<file path="config.mk">
export PLATFORM = sky130hd
export DESIGN_NAME = ac_link_tx
export DESIGN_NICKNAME = d
export VERILOG_FILES = /design/src/rtl/ac_link_pkg.sv /design/src/rtl/ac_mailbox.sv /design/src/rtl/ac_frame_seq.sv /design/src/rtl/ac_slot_mux.sv /design/src/rtl/ac_link_tx.sv
export SDC_FILE = /design/constraint.sdc
export NUM_CORES = 1
export LEC_CHECK = 0
export ABC_AREA = 1
export BUFFER_PORTS_ARGS = -buffer_cell sky130_fd_sc_hd__buf_2
export CAP_MARGIN = 20
export CORE_UTILIZATION = 43
export CTS_CLUSTER_DIAMETER = 40
export DETAILED_ROUTE_END_ITERATION = 8
export PLACE_DENSITY = 0.62
export SETUP_SLACK_MARGIN = 0.15
export SLEW_MARGIN = 0
export SYNTH_ARGS = -nofsm -noshare
export SYNTH_HDL_FRONTEND = slang
export SYNTH_SLANG_ARGS = --single-unit
</file>
<file path="constraint.sdc">
create_clock -name clk -period 6.8 [get_ports clk]
set_input_delay 1.36 -clock clk [delete_from_list [all_inputs] [get_ports clk]]
set_output_delay 1.36 -clock clk [all_outputs]
set_load 0.02 [all_outputs]
</file>
<file path="src/rtl/ac_link_pkg.sv">
package ac_link_pkg;

    localparam int TAG_W      = 16;
    localparam int SLOT_W     = 20;
    localparam int NUM_SLOTS  = 12;
    localparam int SAMPLE_W   = 16;
    localparam int ADDR_W     = 7;
    localparam int NUM_REC    = 3;
    localparam int FRAME_BITS = TAG_W + NUM_SLOTS * SLOT_W;
    localparam int CNT_W      = $clog2(FRAME_BITS);

    localparam int TAG_IDX_W  = $clog2(TAG_W);
    localparam int SLOT_IDX_W = $clog2(NUM_SLOTS + 1);
    localparam int BIT_IDX_W  = $clog2(SLOT_W);

    localparam logic [TAG_IDX_W-1:0]  TAG_LAST  = TAG_IDX_W'(TAG_W - 1);
    localparam logic [SLOT_IDX_W-1:0] SLOT_LAST = SLOT_IDX_W'(NUM_SLOTS);
    localparam logic [BIT_IDX_W-1:0]  BIT_TOP   = BIT_IDX_W'(SLOT_W - 1);

    localparam logic [SLOT_IDX_W-1:0] SL_STAT_ADDR = SLOT_IDX_W'(1);
    localparam logic [SLOT_IDX_W-1:0] SL_STAT_DATA = SLOT_IDX_W'(2);

    // record channel index: 0 left, 1 right, 2 microphone
    typedef logic [NUM_REC-1:0][SAMPLE_W-1:0] rec_bus_t;

    typedef struct packed {
        logic                  ready;
        logic                  stat_v;
        logic [ADDR_W-1:0]     stat_addr;
        logic [SAMPLE_W-1:0]   stat_data;
        logic [NUM_REC-1:0]    rec_v;
        rec_bus_t              rec;
    } frame_t;

    typedef struct packed {
        logic                  in_tag;
        logic [TAG_IDX_W-1:0]  tag_idx;
        logic [SLOT_IDX_W-1:0] slot;
        logic [BIT_IDX_W-1:0]  bitn;
    } pos_t;

    localparam pos_t POS_START = '{in_tag: 1'b1, tag_idx: '0, slot: '0, bitn: '0};

    function automatic logic [SLOT_IDX_W-1:0] rec_slot(input int ch);
        case (ch)
            0:       return SLOT_IDX_W'(3);
            1:       return SLOT_IDX_W'(4);
            default: return SLOT_IDX_W'(6);
        endcase
    endfunction

    function automatic logic slot_valid(input frame_t f, input logic [SLOT_IDX_W-1:0] s);
        logic v;
        v = (s == SL_STAT_ADDR || s == SL_STAT_DATA) ? f.stat_v : 1'b0;
        for (int ch = 0; ch < NUM_REC; ch++) begin
            if (s == rec_slot(ch)) v = f.rec_v[ch];
        end
        return v;
    endfunction

    function automatic logic [SLOT_W-1:0] slot_word(input frame_t f, input logic [SLOT_IDX_W-1:0] s);
        logic [SLOT_W-1:0] w;
        w = '0;
        if (f.stat_v && s == SL_STAT_ADDR) w[SLOT_W-2 -: ADDR_W] = f.stat_addr;
        if (f.stat_v && s == SL_STAT_DATA) w[SLOT_W-1 -: SAMPLE_W] = f.stat_data;
        for (int ch = 0; ch < NUM_REC; ch++) begin
            if (f.rec_v[ch] && s == rec_slot(ch)) w[SLOT_W-1 -: SAMPLE_W] = f.rec[ch];
        end
        return w;
    endfunction

    function automatic logic tag_bit(input frame_t f, input logic [TAG_IDX_W-1:0] idx);
        logic [SLOT_IDX_W-1:0] s;
        s = SLOT_IDX_W'(idx);
        if (idx == '0) return f.ready;
        if (s <= SLOT_LAST) return slot_valid(f, s);
        return 1'b0;
    endfunction

    function automatic pos_t pos_advance(input pos_t p);
        pos_t n;
        n = p;
        if (p.in_tag) begin
            if (p.tag_idx == TAG_LAST) begin
                n.in_tag = 1'b0;
                n.slot   = SLOT_IDX_W'(1);
                n.bitn   = BIT_TOP;
            end else begin
                n.tag_idx = p.tag_idx + 1'b1;
            end
        end else if (p.bitn != '0) begin
            n.bitn = p.bitn - 1'b1;
        end else if (p.slot != SLOT_LAST) begin
            n.slot = p.slot + 1'b1;
            n.bitn = BIT_TOP;
        end else begin
            n = POS_START;
        end
        return n;
    endfunction

    function automatic logic pos_is_last(input pos_t p);
        return !p.in_tag && p.slot == SLOT_LAST && p.bitn == '0;
    endfunction

endpackage

</file>
<file path="src/rtl/ac_mailbox.sv">
module ac_mailbox #(
    parameter int W = 16
) (
    input  logic         clk,
    input  logic         rst,
    input  logic         strobe,
    input  logic [W-1:0] din,
    input  logic         take,
    output logic         pend,
    output logic [W-1:0] dout
);
    // A strobe on the take edge belongs to the following frame.
    always_ff @(posedge clk) begin
        if (rst) begin
            pend <= 1'b0;
            dout <= '0;
        end else if (strobe) begin
            pend <= 1'b1;
            dout <= din;
        end else if (take) begin
            pend <= 1'b0;
        end
    end
endmodule

</file>
<file path="src/rtl/ac_frame_seq.sv">
module ac_frame_seq
    import ac_link_pkg::*;
(
    input  logic clk,
    input  logic rst,
    input  logic sync,
    output logic start,
    output logic emit,
    output pos_t cur
);
    logic sync_q;
    logic running;
    logic wrap_q;
    pos_t pos_q;

    assign start = (sync && !sync_q) || (running && wrap_q);
    assign emit  = start || running;
    assign cur   = start ? POS_START : pos_q;

    always_ff @(posedge clk) begin
        if (rst) begin
            sync_q  <= 1'b0;
            running <= 1'b0;
            wrap_q  <= 1'b0;
            pos_q   <= POS_START;
        end else begin
            sync_q <= sync;
            if (emit) begin
                running <= 1'b1;
                pos_q   <= pos_advance(cur);
                wrap_q  <= pos_is_last(cur);
            end
        end
    end
endmodule

</file>
<file path="src/rtl/ac_slot_mux.sv">
module ac_slot_mux
    import ac_link_pkg::*;
(
    input  frame_t frame,
    input  pos_t   pos,
    output logic   bit_out
);
    logic [SLOT_W-1:0] word;

    always_comb begin
        word = slot_word(frame, pos.slot);
        if (pos.in_tag) bit_out = tag_bit(frame, pos.tag_idx);
        else            bit_out = word[pos.bitn];
    end
endmodule

</file>
<file path="src/rtl/ac_link_tx.sv">
module ac_link_tx
    import ac_link_pkg::*;
(
    input  logic                clk,
    input  logic                rst,
    input  logic                sync,
    input  logic                codec_ready,
    input  logic [SAMPLE_W-1:0] rec_left,
    input  logic                rec_left_vld,
    input  logic [SAMPLE_W-1:0] rec_right,
    input  logic                rec_right_vld,
    input  logic [SAMPLE_W-1:0] rec_mic,
    input  logic                rec_mic_vld,
    input  logic [ADDR_W-1:0]   stat_addr,
    input  logic [SAMPLE_W-1:0] stat_data,
    input  logic                stat_vld,
    output logic                sdata
);
    localparam int STAT_W = ADDR_W + SAMPLE_W;

    logic     start;
    logic     emit;
    pos_t     cur;
    rec_bus_t rec_in;
    rec_bus_t rec_held;
    logic [NUM_REC-1:0] rec_stb;
    logic [NUM_REC-1:0] rec_pend;
    logic [STAT_W-1:0]  stat_held;
    logic               stat_pend;
    frame_t   fresh;
    frame_t   held;
    frame_t   active;
    logic     bit_next;
    logic     sdata_q;

    assign rec_in  = {rec_mic, rec_right, rec_left};
    assign rec_stb = {rec_mic_vld, rec_right_vld, rec_left_vld};

    ac_frame_seq u_seq (
        .clk   (clk),
        .rst   (rst),
        .sync  (sync),
        .start (start),
        .emit  (emit),
        .cur   (cur)
    );

    for (genvar ch = 0; ch < NUM_REC; ch++) begin : g_rec
        ac_mailbox #(.W(SAMPLE_W)) u_box (
            .clk    (clk),
            .rst    (rst),
            .strobe (rec_stb[ch]),
            .din    (rec_in[ch]),
            .take   (start),
            .pend   (rec_pend[ch]),
            .dout   (rec_held[ch])
        );
    end

    ac_mailbox #(.W(STAT_W)) u_stat_box (
        .clk    (clk),
        .rst    (rst),
        .strobe (stat_vld),
        .din    ({stat_addr, stat_data}),
        .take   (start),
        .pend   (stat_pend),
        .dout   (stat_held)
    );

    always_comb begin
        fresh.ready     = codec_ready;
        fresh.stat_v    = stat_pend;
        fresh.stat_addr = stat_held[STAT_W-1 -: ADDR_W];
        fresh.stat_data = stat_held[SAMPLE_W-1:0];
        fresh.rec_v     = rec_pend;
        fresh.rec       = rec_held;
    end

    always_ff @(posedge clk) begin
        if (rst)        held <= '0;
        else if (start) held <= fresh;
    end

    // The start edge emits bit 0 straight from the content being latched.
    assign active = start ? fresh : held;

    ac_slot_mux u_mux (
        .frame   (active),
        .pos     (cur),
        .bit_out (bit_next)
    );

    always_ff @(posedge clk) begin
        if (rst)       sdata_q <= 1'b0;
        else if (emit) sdata_q <= bit_next;
        else           sdata_q <= 1'b0;
    end

    assign sdata = sdata_q;
endmodule

</file>
After elaboration in Yosys (flattened, before gate mapping)
Index checks and enable logic that the tools add are counted.

Output and inout bits: 1. Bits of input ports: 79. Word-level logic and storage cells: 110. Flip-flop bits (word level): 169.

Add/sub/neg operators: 3. Order comparisons: 2. Muxes and demuxes: 45. Reductions and logical operators: 22. Bitwise operators: 1. Equality and inequality tests: 13.

Operator list (number): 76-bit 2-to-1 mux (1); 16-bit 2-to-1 mux (4); 4-bit 2-to-1 mux (10); 14-bit 2-to-1 mux (2); 9-bit 2-to-1 mux (3); 1-bit 2-to-1 mux (21); 4-bit by 2-bit == test with 1-bit output, second input constant (3); 4-bit == test (3); 5-bit 2-to-1 mux (2); 1-bit logical AND (9); 4-bit by 1-bit adder with 4-bit output, second input constant (2); 4-bit by 1-bit == test with 1-bit output, second input constant (2); 4-bit by 3-bit == test with 1-bit output, second input constant (2); 4-bit == test, second input constant (2); 2-bit nonzero test (4); 7-bit 2-to-1 mux (1); 5-bit by 6-bit < comparator with 1-bit output, second input constant (1); 1-bit binary-select mux with 5-bit select (1); 5-bit logical NOT (1); 5-bit nonzero test (1); 5-bit by 1-bit subtractor with 5-bit output, second input constant (1); 4-bit <= comparator, second input constant (1); 4-bit logical NOT (1); 4-bit != test, second input constant (1); other kinds (4) (7).

Depth between registers and ports, before layout
Depth after elaboration: 17. Depth in mapped cells: 22. Depth with buffers taken out: 21.

Modules after synthesis
Synthesis repeated with hierarchy kept, for this count alone.

Cells, all modules: 1341. Area, all modules: 8398.1 um^2.

By module, submodules not included: ac_link_tx (area an instance 3717.3 um^2, cells an instance 638, instances 1, sequential area each 1541.5 um^2); ac_mailbox at g_rec[0].u_box ... (area an instance 588.1 um^2, cells an instance 73, instances 3, sequential area each 340.3 um^2); ac_frame_seq (area an instance 1161.1 um^2, cells an instance 182, instances 1, sequential area each 340.3 um^2); ac_slot_mux (area an instance 915.9 um^2, cells an instance 198, instances 1, sequential area each 0.0 um^2); ac_mailbox at u_stat_box (area an instance 839.6 um^2, cells an instance 104, instances 1, sequential area each 480.5 um^2).

Least setup slack after synthesis
OpenSTA, ideal clock, no wires.

Path kind: input to register. Start point: in sync. End point: reg u_seq.pos_q[12] in the netlist's numbering. Data required time: 6708 ps. Stages: 16. Slack: 3436 ps. Setup time: 92 ps. Data arrival time: 3272 ps. Path buffers: 4. Cell sequence: nand2_4 nand2_4 buf_12 buf_12 buf_6 buf_4 nor2_1 ha_1 inv_1 nor3_4 nor2_1 inv_2 a21oi_1 o21ai_1 o21ai_0 o32ai_1.

Word-level cells in the longest chain between the ends: 7. Elaborated cells between the ends (all ways): 12. Classes of those cells: add/sub (1); eq/ne (2); mux (5); reduce/logical (4).

RTL lines: from (decl) (RTL line ac_link_tx.sv:6) `input logic sync,`; 1-bit logical AND * (RTL line ac_frame_seq.sv:16) `assign start = (sync && !sync_q) || (running && wrap_q);`; 1-bit logical OR * (RTL line ac_frame_seq.sv:16); branches (longest 5 deep; another with 4-bit by 1-bit adder with 4-bit output); to (signal assigned) (RTL line ac_frame_seq.sv:30) `pos_q <= pos_advance(cur);`; to (decl) (RTL line ac_frame_seq.sv:14) `pos_t pos_q;`.

Mark *: on every way between the ends. A chain may end at the register's enable or synchronous reset.

Final worst setup path
Start point: in sync. End point: reg u_seq.pos_q[4] in the netlist's numbering.

Word-level cells in the longest chain between the ends: 7. Elaborated cells between the ends (all ways): 12. Classes of those cells: add/sub (1); eq/ne (2); mux (5); reduce/logical (4).

RTL lines (RTL line): 1-bit logical AND * (ac_frame_seq.sv:16); 1-bit logical OR * (ac_frame_seq.sv:16); branches (longest 5 deep; another with 5-bit by 1-bit subtractor with 5-bit output).

Marked as above.

==> impl_metrics.csv <==
group,metric,value,unit
worst_setup_path,crit_path_end_kind,"flop",
floorplan,dieArea,17900,um^2
pwr,clkPwrFrac,42.4,%
logic_synthesis,syn_avg_cell_area,7.30,um^2
detailed_routing,drtIter0Drc,409,
logic_synthesis,synth.distinct_cells,43,
sta,max_freq,249,MHz
cells_and_area,instances_no_fill,1308,
cells_and_area,area_delta_synth_final,13.2,%
placed_design,hpwlAfterDp,11600,um
sta,post-route-period-util,59.0,%
worst_setup_path,required,7140,ps
floorplan,fp.dieW,134,um
sta,timing.final.hold_violations,0,
clock_tree,cts_resized,0,
placed_design,place_area,7850,um^2
clock_tree,htreeDepth,4,
pwr,p_sw_share,25.9,%
clock_tree,path_clk_slew,60,ps
sta,slew_headroom,34.0,%
cells_and_area,layout.nets,1160,
worst_setup_path,slowest_stage,"nand2_4",
sta,fin_setup_tns,0,ps
clock_tree,numClockSinks,169,
cells_and_area,final_area,8460,um^2
placed_design,port_buffers,79,
logic_synthesis,synth-edff-count,0,
detailed_routing,detail_route.wl_per_cell,12.7,um
floorplan,io_pins,80,
sta,fin_crit,4010,ps
logic_synthesis,syn_inst,1024,
detailed_routing,vias,6370,
sta,hold_slack,458,ps
logic_synthesis,async_flop_share,0,%
worst_setup_path,crit_arrival,4360,ps
worst_setup_path,path_buf_inv,3,
global_routing,grt_pass1_vias,5970,
clock_tree,cts_hold_buffers,0,
global_routing,globalRouteOverflowTotal,0,
worst_setup_path,worstPathCellList,"buf_2 -> nand2_4 -> nand2_4 -> inv_4 -> nand2_1 -> ha_1 -> nand2_1 -> nor2_2 -> inv_2 -> nor2_2 -> nor2_1 -> o21ai_1 -> o211ai_1 -> o21ai_0",
global_routing,grt_max_degree,88,
worst_setup_path,crit_fanout,80,
detailed_routing,finalWirelength,16600,um
sta,tightest_slew,988,ps
clock_tree,cts_setup_buffers,0,
pwr,switching_power,0.000588,W
logic_synthesis,yosysWarnings,0,
sta,finClkSkew,17.6,ps
detailed_routing,first_pass_iters,4,
worst_setup_path,slowest_delay,620,ps
global_routing,grt_pass1_wl,28600,um
logic_synthesis,yosysSeqAreaShare,45.3,%
cells_and_area,nFillCells,1684,
logic_synthesis,synth_seq_cells,169,
sta,rsz0062_at_grt,"false",
pwr,leakage,3.72,nW
placed_design,place_congestion,0.858,
cells_and_area,drive_gt1_share,13.6,%
status,status,"complete, no violations",
detailed_routing,drc,0,
detailed_routing,ant_nets,0,
floorplan,die_h,134,um
floorplan,initial_utilization,44.6,%
global_routing,antenna_found_initial,0,
clock_tree,cts_root_buf,"clkbuf_16",
pwr,intPower,0.00168,W
pwr,comb_power_share,10.3,%
worst_setup_path,worst-setup-path-type,"primary input to flop",
clock_tree,worst_skew_pair.late_latency,430,ps
sta,finalSetupViolations,0,
placed_design,place_inst,1275,
sta,drv_slew,0,
floorplan,num_rows,47,
worst_setup_path,cp_top_family,"simple AND/OR/NAND/NOR gates",
global_routing,grt.total_usage,19.9,%
clock_tree,clk_path_buf_depth,2,
worst_hold_path,hold_path.class,"flop to flop",
floorplan,coreArea,16800,um^2
logic_synthesis,syn_area,7470,um^2
logic_synthesis,syn_nets,1109,
clock_tree,cts_inserted_buffers,17,
pwr,powerDensity,268,nW/um^2
logic_synthesis,dominantRegCellSynth,"dfxtp_1",
flow_run,drv_cap,0,
pwr,p_seq_share,47.4,%
cells_and_area,insertedDiodeCount,0,
pwr,irDropWorstVdd,0.000187,V
clock_tree,cts_tree,"yes",
worst_setup_path,critPathLaunchType,"primary input",
cells_and_area,post-route-util,50.5,%
detailed_routing,vias_per_cell,4.87,
worst reg2reg max path: cells and delay by family (launching register included):
family / cells / cell delay, ps
AOI/OAI and AO/OA: 3 / 340
adders and majority gates: 1 / 270
buffers and inverters: 2 / 490
DFF: 1 / 390
and+or+nand+nor: 7 / 1810
routing by layer:
layer  share of wire, %  global-route usage, %  wire length [um]  up-vias
met2                 42                   30.6              7060      121
met1                 52                   27.6              8590     2812
li1                   -                      -                 -     3419
met5                  0                      0                 0        -
met4                1.5                   6.88               256        0
met3                4.3                   4.08               719       18
cells in the final DEF, fill, tap and decap left out, types with 3 or more instances in the layout:
master      synthesis  layout
a21oi_1            68      68
buf_2               3      79
clkbuf_16           0      17
clkinv_1            4       4
clkinvlp_4          0       4
dfxtp_1           169     169
ha_1                6       6
inv_1             106     105
inv_2               5       6
inv_6               0       5
mux2i_1             7       7
nand2_1           161     161
nand2_2             7       7
nand2_4             4       4
nand3_1            61      61
nand4_1             4       4
nor2_1            166     166
nor2_2              3       3
nor2_4              7       7
nor3_1              5       5
o211ai_1            8       8
o21a_1             12      12
o21ai_0           131     131
o21ai_1             8       8
o22ai_1             3       3
o31ai_1             4       4
or2_1               3       3
or2_2               3       3
sequential cells by signal (all words and copies together), names as in the netlist:
signal	count
sdata	1
held	76
u_seq.wrap_q	1
u_seq.running	1
u_stat_box.dout	23
u_stat_box.pend	1
u_seq.pos_q	14
u_seq.sync_q	1
g_rec.u_box.pend	3
g_rec.u_box.dout	48
cells by family (layout without fill, tap and decap cells):
group	Yosys count	in the layout	synth area share (%)
and+or+nand+nor	429	429	24.8
AOI/OAI and AO/OA	245	245	17.7
DFF	169	169	45.3
buffers and inverters	166	230	9.96
muxes	7	7	0.938
adders and majority gates	6	6	1.00
xor gates and xnor gates	2	2	0.235
cells in the mapped netlist, drive strengths merged (3+ instances only):
cell type    n  area [um^2]
mux2i        7         70.1
o211ai       8         60.1
o21ai      140          704
o22ai        3         18.8
nand3       63          325
nor2       176          721
or2          8         50.1
o21a        12         90.1
nand4        4         25.0
clkinv       4         15.0
inv        112          423
clkbuf      27          101
nor3         6         41.3
dfxtp      169         3380
a21oi       68          340
nand2      172          693
ha           6         75.1
o31ai        4         30.0
buf         23          205
stage by stage:
| stage | total power [W] | setup slack, ps |
|---|---|---|
| 6_report | 0.00227 | 2790 |
| 5_1_grt | 0.00237 | 2420 |
| 4_1_cts | 0.00229 | 2780 |
| 3_5_place_dp | 0.00133 | 2340 |
| 3_3_place_gp | 0.00133 | 2470 |
| 2_1_floorplan | 0.00127 | 3440 |
worst paths after layout:
| path | depth (start not counted) | slack (ps) | startpoint | to |
|---|---|---|---|---|
| min reg2reg | 2 | 460 | g_rec[1].u_box.dout[10] | g_rec[1].u_box.dout[10] |
| min | 2 | 460 | g_rec[1].u_box.dout[10] | g_rec[1].u_box.dout[10] |
| max | 14 | 2790 | sync | u_seq.pos_q[4] |
| max reg2reg | 13 | 3430 | u_seq.running | u_seq.pos_q[4] |
power groups by stage:
stage | sequential, W | clock (W) | combinational, W
2_1_floorplan | 0.00109 | 0 | 0.000176
3_3_place_gp | 0.00110 | 0 | 0.000230
3_5_place_dp | 0.00110 | 0 | 0.000232
4_1_cts | 0.00107 | 0.000978 | 0.000234
5_1_grt | 0.00108 | 0.00102 | 0.000270
6_report | 0.00107 | 0.000962 | 0.000233
cell type report:
class	instances	area, um^2	share of cell area, %
Multi-Input combinational cell	689	3340	39.5
Tap cell	220	275	3.25
Clock buffer	18	429	5.07
Sequential cell	169	3380	40.0
Clock inverter	14	159	1.88
Inverter	116	438	5.18
Timing Repair Buffer	82	430	5.09
Power figures use the tool's default switching activity.
